### config.mk
export PLATFORM = sky130hd
export DESIGN_NAME = lt_prescaler
export DESIGN_NICKNAME = d
export VERILOG_FILES = /design/src/rtl/lt_prescaler.sv
export SDC_FILE = /design/constraint.sdc
export NUM_CORES = 1
export LEC_CHECK = 0
export BUFFER_PORTS_ARGS = -buffer_cell sky130_fd_sc_hd__buf_2
export CORE_MARGIN = 2
export CORE_UTILIZATION = 30
export CTS_BUF_LIST = sky130_fd_sc_hd__clkbuf_16
export DETAILED_ROUTE_END_ITERATION = 12
export HOLD_SLACK_MARGIN = 0.05
export PLACE_DENSITY = 0.59
export RECOVER_POWER = 100
export SKIP_LAST_GASP = 1
export SLEW_MARGIN = 20
export SYNTH_ARGS = -nofsm -noshare
export SYNTH_HDL_FRONTEND = slang
export SYNTH_SLANG_ARGS = --single-unit
### constraint.sdc
create_clock -name clk -period 6.1 [get_ports clk]
set_input_delay 0.305 -clock clk [delete_from_list [all_inputs] [get_ports clk]]
set_output_delay 0.305 -clock clk [all_outputs]
set_load 0.02 [all_outputs]
### src/rtl/lt_prescaler.sv
module lt_prescaler #(
  parameter int DATA_W   = 32,
  parameter int ADDR_W   = 2,
  parameter int CNT_W    = 64,
  parameter int SRC_BIT  = 8,
  parameter int STEP_BIT = 9
) (
  input  logic              clk,
  input  logic              rst_n,
  input  logic              reg_we,
  input  logic [ADDR_W-1:0] reg_waddr,
  input  logic [DATA_W-1:0] reg_wdata,
  input  logic [ADDR_W-1:0] reg_raddr,
  output logic [DATA_W-1:0] reg_rdata,
  input  logic              tick_xtal,
  input  logic              tick_core,
  output logic [CNT_W-1:0]  timebase
);
  localparam int FRAC_W = DATA_W - 1;
  localparam logic [DATA_W-1:0] UNITY = DATA_W'(1) << FRAC_W;
  localparam logic [ADDR_W-1:0] CTRL_ADDR = ADDR_W'(0);
  localparam logic [ADDR_W-1:0] PRE_ADDR  = ADDR_W'(1);

  logic              src_core, step_two;
  logic [DATA_W-1:0] pre;
  logic [FRAC_W-1:0] phase;

  wire              sel_tick = src_core ? tick_core : tick_xtal;
  wire [DATA_W-1:0] pre_eff  = (pre > UNITY) ? UNITY : pre;
  wire [DATA_W-1:0] sum      = {1'b0, phase} + pre_eff;
  wire              carry    = sum[DATA_W-1];
  wire [CNT_W-1:0]  inc      = step_two ? CNT_W'(2) : CNT_W'(1);

  always_ff @(posedge clk) begin
    if (!rst_n) begin
      src_core <= 1'b0;
      step_two <= 1'b0;
      pre      <= '0;
      phase    <= '0;
      timebase <= '0;
    end else begin
      if (reg_we && reg_waddr == CTRL_ADDR) begin
        src_core <= reg_wdata[SRC_BIT];
        step_two <= reg_wdata[STEP_BIT];
      end
      if (reg_we && reg_waddr == PRE_ADDR)
        pre <= reg_wdata;
      if (sel_tick) begin
        phase <= sum[FRAC_W-1:0];
        if (carry)
          timebase <= timebase + inc;
      end
    end
  end

  always_comb begin
    reg_rdata = '0;
    if (reg_raddr == CTRL_ADDR) begin
      reg_rdata[SRC_BIT]  = src_core;
      reg_rdata[STEP_BIT] = step_two;
    end else if (reg_raddr == PRE_ADDR) begin
      reg_rdata = pre;
    end
  end

  a_r1_reset_clear: assert property (@(posedge clk) $rose(rst_n) |-> timebase == '0);

  a_r4_step_size: assert property (@(posedge clk) disable iff (!rst_n)
    (timebase != $past(timebase)) |->
      (timebase - $past(timebase) == ($past(step_two) ? CNT_W'(2) : CNT_W'(1))));

  a_r8_zero_hold: assert property (@(posedge clk) disable iff (!rst_n)
    (pre == '0) |=> $stable(timebase));

  a_r9_idle_hold: assert property (@(posedge clk) disable iff (!rst_n)
    (!tick_xtal && !tick_core) |=> $stable(timebase));
endmodule

## Yosys cells after proc, flatten, opt, wreduce, memory -nomap -nowiden

Cells that the tools add are included.

| word-level totals | value |
|---|---|
| register bits | 129 |
| latch bits | 0 |
| memory bits (writable) | 0 |
| ROM bits | 0 |
| input port bits | 41 |
| output and inout port bits | 96 |
| word-level logic and storage cells | 22 |
| memories kept | 0 |

| operators by class | value |
|---|---|
| add/sub/neg operators | 2 |
| multipliers | 0 |
| div/mod/pow operators | 0 |
| magnitude comparators | 1 |
| equality and inequality tests | 2 |
| shift operators | 0 |
| mux-type cells | 7 |
| bitwise operators | 0 |
| reduce and logical (&&, ||, !) cells | 5 |

Operators with widths:

| cell | number |
|---|---|
| $add A64 B2 Y64 | 1 |
| $mux W32 | 2 |
| $add A31 B32 Y32 | 1 |
| $gt A32 B32 Y1 const B | 1 |
| $mux W22 | 1 |
| $mux W8 | 1 |
| $eq A2 B1 Y1 const B | 2 |
| $logic_not A2 Y1 | 2 |
| $mux W2 | 2 |
| $logic_and A1 B1 Y1 | 2 |
| $reduce_and A2 Y1 | 1 |
| $mux W1 | 1 |

## Longest topological paths before layout

| logic depth | value |
|---|---|
| word-level depth | 4 |
| depth in mapped cells | 19 |
| mapped depth without buffers | 15 |

## Worst setup path before layout

Ideal clock, no wire load.

| path | value |
|---|---|
| path kind | register -> register |
| start point | register pre[8] |
| end point | register timebase[59] |
| setup time | 0.070 ns |
| data arrival time | 3.685 ns |
| data required time | 6.030 ns |
| path slack | 2.345 ns |
| stages on the path, launching flop included | 20 |
| buffers on the path | 5 |
| period minus slack after synthesis | 3.755 ns |
| cell sequence | dfxtp_1 > nor4_1 > nand4_1 > o21ai_0 > clkbuf_1 > clkbuf_1 > and2_1 > ha_1 > buf_2 > a21oi_1 > o21ai_0 > a21oi_1 > o31a_1 > o21ai_1 > a41oi_4 > mux2i_1 > clkbuf_1 > buf_2 > o31ai_1 > a21oi_1 |

| between the ends | value |
|---|---|
| cells in the longest elaborated chain, start to end | 4 |

RTL lines:

| what | line | source |
|---|---|---|
| from (decl) | 25 | `logic [DATA_W-1:0] pre;` |
| from (signal assigned) | 47 | `pre <= reg_wdata;` |
| $gt A32 B32 Y1 | 29 | `wire [DATA_W-1:0] pre_eff = (pre > UNITY) ? UNITY : pre;` |
| $mux W32 * | 29 |  |
| $add A31 B32 Y32 * | 30 | `wire [DATA_W-1:0] sum = {1'b0, phase} + pre_eff;` |
| $reduce_and A2 Y1 (no source line) * | - |  |
| to (signal assigned) | 51 | `timebase <= timebase + inc;` |
| to (decl) | 17 | `output logic [CNT_W-1:0] timebase` |

Every way passes the cells marked *; elsewhere a longest branch is shown, timed or not.
A chain may end at the register's enable or synchronous reset.

## Final worst setup path

| path | value |
|---|---|
| start point | register pre[15] |
| end point | register timebase[48] |

Same word-level chain as after synthesis.

==> impl.org <==
** Run status
- The flow ran to the end, but the final reports show violations.
- The final reports fail on max-capacitance violations, max-slew violations.

** Layout
- In the final layout, the share of cells above drive strength 1 is 10.4%.
- Fillers :: 2710
- Synth-to-layout area growth :: 18.6%
- The final layout contains 1154 nets.
- Number of diodes added for antenna fixing :: 0
- Final Instance Count excl. Fillers :: 1419

** Synthesis
- Yosys attributes the largest share of cell area to sky130_fd_sc_hd__dfxtp_1 34%, sky130_fd_sc_hd__a21oi_1 9.5%, sky130_fd_sc_hd__nand2_1 6.9%.
- Sequential area share after synthesis :: 34.2%
- Synth Instances :: 975
- Async set-reset flop share out of synthesis :: 0%
- Yosys mapped a number of flops with a built-in enable equal to 0.
- Top cells by count, synth :: 144 x sky130_fd_sc_hd__a21oi_1, 138 x sky130_fd_sc_hd__nand2_1, 129 x sky130_fd_sc_hd__dfxtp_1, 68 x sky130_fd_sc_hd__and2_1, 49 x sky130_fd_sc_hd__clkbuf_1
- Dominant register cell in the synthesized netlist :: sky130_fd_sc_hd__dfxtp_1
- Most instantiated library cell after synthesis :: sky130_fd_sc_hd__a21oi_1
- Total of flip-flops plus latches after synthesis :: 129
- Post-synthesis instance area :: 0.00755 mm2
- Yosys mapped the design onto 59 distinct sky130hd cell types.
- Top-area cell type share of the netlist area :: 34.2%
- The Yosys step of the flow raised 0 warnings.
- The biggest area contributor in the post-synthesis netlist is sky130_fd_sc_hd__dfxtp_1.
- After synthesis, the mean cell area works out to 7.74 um2.
- Post-Syn Nets :: 1051

** Pwr
- Total power divided by cell area :: 223 mW/mm2
- Max rail drop VDD :: 0.000177 V
- Leakage :: 0.00327 uW

** Timing
- Fin. max-slew vios :: 70
- Maximum clock rate :: 193 MHz
- Hold timing on the final database bottoms out at a slack of 0.117 ns.
- Adding up every negative setup slack in the final design gives 0 ns.
- Final number of hold-violating endpoints :: 0
- Setup repair after global routing missed its margin :: false
- At the pin with the least slew margin, the transition time is 3.27 ns.
- The worst path uses 84.9% of the clock period.
- Relative max-transition margin :: -118%
- Setup violations remaining at the end of the flow were counted as 0.
- The worst path in the final design needs a cycle of 5.18 ns, including I/O delays and setup.
- Setup slack closes at 0.921 ns.
- Worst clock skew :: 0.0140 ns

** CTS
- The clock reaches the later pin of the worst-skew pair after 0.42 ns.
- Post-CTS timing repair inserted 0 buffers for setup.
- Counting the buffers created by CTS gives 17.
- The clock net in this run drives a total of 129 sinks.
- Resize count post-CTS :: 0
- Worst-case clock buffer depth :: 2
- Number of hold-repair buffers added at the cts stage :: 0
- Clock-pin slew was measured on the worst setup and hold paths at 0.06 ns.
- TritonCTS built the clock tree.
- The tree is rooted in a sky130_fd_sc_hd__clkbuf_16.
- Deepest level of the CTS H-tree :: 4

** Place
- Inst Count DP :: 1389
- Placer congestion estimate :: 0.837
- Setup slack after placement :: 1.05 ns
- PortBufs :: 136
- Total half-perimeter wirelength after legalization and detailed placement :: 15300 um

** Setup path
- Launch point of the critical path :: pre[15]
- In this design, the critical path's most frequently occurring cell is sky130_fd_sc_hd__a21oi_1.
- On the critical path the largest part of the delay comes from compound AO/OA/AOI/OAI gates.
- Critical path start-end classification :: reg -> reg
- The worst setup path is captured at a register.
- Of all nets on the critical path, the largest fanout is 30.
- Data on the critical path arrives at its endpoint at 5.33 ns.
- For this design, the slowest cell found on the critical path is sky130_fd_sc_hd__o21ai_1.
- In this design, the stage delay of the slowest critical-path cell is 0.71 ns.
- Together, buffers and inverters on the worst path number 1.
- The worst setup path is launched from a register.
- Required arrival time at the worst endpoint :: 6.25 ns
- The startpoint identified for the worst register-to-register timing path is pre[15].
- The setup check on the worst reg-to-reg path leaves a slack of 0.92 ns.
- Crit path cell chain :: nor4_1 > nand4_1 > o21ai_1 > and2_0 > ha_1 > a21oi_1 > a31oi_1 > o21ai_0 > o21ai_2 > a41oi_4 > mux2i_4 > buf_4 > or3_1 > a21oi_1

** Floorplanning
- Die Area :: 0.0264 mm2
- 137 I/O pins were placed.
- Floorplan die width :: 163 um
- Core Area :: 0.0250 mm2
- Starting density of the core :: 30.2%
- Core Rows :: 58
- Die Ht :: 163 um

** Routing
- The detail route stage leaves a number of antenna-violating nets equal to 0.
- The routed design has 21800 um of wire.
- The first detailed-routing pass took 5 iterations.
- Total number of vias :: 7364
- DR DRC count :: 0
- Average via count per standard cell :: 5.19
- In the final routed layout, each cell accounts on average for 15.4 um.
- Number of DRC markers after the initial detailed-route iteration :: 334

** Global route
- M2 GR Usage :: 26.5%
- Wire length of the first global-routing pass :: 35200 um
- Pin count of the biggest net entering global routing :: 70
- GRT Util Overall :: 16.6%
- Global Route met3 Usage :: 4.07%
- The number of global-route vias before repair came to 6744.
- Number of antenna violations at the first check in global routing :: 1
- Summed over all layers, the global routing overflow is 0.
- Routing usage on met1 :: 22.1%
- The global routing stage identified its most utilized layer as met2.

** Hold path
- Kind of path behind the tightest hold check :: in -> reg
- Startpoint of the most critical hold path :: reg_wdata[10]

** Run
- Max-cap violations in this run came to 1.
metal layers:
layer  part of all wire, %  wire, um  vias to the layer above
met5                 0.060        13                        -
met4                   1.4       314                        2
met3                   5.0      1100                       27
met2                    47     10200                      171
met1                    47     10200                     3431
li1                      -         -                     3733
cell type report:
type	instances	area (um2)	share of cell area, %
inverter	21	80.1	0.894
clock inverter	13	126	1.41
tap	330	413	4.61
sequential	129	2580	28.8
clock buffer	17	425	4.75
multi-input combinational	762	4670	52.1
timing repair buffer	147	661	7.38
cells in the final DEF, fill, tap and decap left out, types with 8 or more instances in the layout:
| cell type | n |
|---|---|
| sky130_fd_sc_hd__a21oi_1 | 144 |
| sky130_fd_sc_hd__nand2_1 | 138 |
| sky130_fd_sc_hd__dfxtp_1 | 129 |
| sky130_fd_sc_hd__clkbuf_1 | 78 |
| sky130_fd_sc_hd__buf_2 | 60 |
| sky130_fd_sc_hd__o21ai_0 | 48 |
| sky130_fd_sc_hd__and2_1 | 45 |
| sky130_fd_sc_hd__nand3_1 | 41 |
| sky130_fd_sc_hd__or3_1 | 33 |
| sky130_fd_sc_hd__or4_1 | 33 |
| sky130_fd_sc_hd__ha_1 | 33 |
| sky130_fd_sc_hd__o31ai_1 | 32 |
| sky130_fd_sc_hd__nor2_1 | 26 |
| sky130_fd_sc_hd__and2_0 | 23 |
| sky130_fd_sc_hd__inv_1 | 23 |
| sky130_fd_sc_hd__nand4_1 | 19 |
| sky130_fd_sc_hd__xnor2_1 | 18 |
| sky130_fd_sc_hd__clkbuf_16 | 17 |
| sky130_fd_sc_hd__a21o_1 | 15 |
| sky130_fd_sc_hd__nor3_1 | 11 |
| sky130_fd_sc_hd__buf_4 | 9 |
| sky130_fd_sc_hd__xor2_1 | 8 |
report_power, final:
group | leakage [uW] | internal (uW) | switching, uW
sequential | 0.00104 | 859 | 14.4
clock | 0.000276 | 590 | 384
combinational | 0.00195 | 54.1 | 96.4
total | 0.00327 | 1500 | 495
state kept, by name, indices dropped and copies added, names as in the netlist:
signal	cells
phase	31
pre	32
src_core	1
step_two	1
timebase	64
logic make-up after synthesis:
| group | synth area share (%) |
|---|---|
| and+or+nand+nor | 29.7 |
| AOI/OAI and AO/OA | 21.4 |
| DFF | 34.2 |
| buffers and inverters | 4.39 |
| adders and majority gates | 6.00 |
| xor gates and xnor gates | 3.02 |
| muxes | 1.21 |
through the flow:
stage | instance area (um2) | total power, uW | utilization (%)
finish | 8960 | 2000 | 35.9
global route | 8960 | 2070 | 35.9
CTS | 9060 | 2030 | 36.3
detailed placement | 8510 | 1040 | 34.1
global placement | 8510 | 1040 | 34.1
floorplan | 7550 | 989 | -
worst register-to-register path, cell delays in order (launching register included):
cell	delay [ns]
sky130_fd_sc_hd__dfxtp_1	0.37
sky130_fd_sc_hd__nor4_1	0.56
sky130_fd_sc_hd__nand4_1	0.18
sky130_fd_sc_hd__o21ai_1	0.71
sky130_fd_sc_hd__and2_0	0.30
sky130_fd_sc_hd__ha_1	0.31
sky130_fd_sc_hd__a21oi_1	0.29
sky130_fd_sc_hd__a31oi_1	0.17
sky130_fd_sc_hd__o21ai_0	0.40
sky130_fd_sc_hd__o21ai_2	0.19
sky130_fd_sc_hd__a41oi_4	0.34
sky130_fd_sc_hd__mux2i_4	0.50
sky130_fd_sc_hd__buf_4	0.35
sky130_fd_sc_hd__or3_1	0.15
sky130_fd_sc_hd__a21oi_1	0.05
final timing paths:
check,endpoint,cells past startpoint
hold reg to reg,phase[7],2
hold / removal,pre[10],3
setup / recovery,timebase[48],14
setup reg to reg,timebase[48],14
No activity file was read; power rests on OpenSTA's default activity.
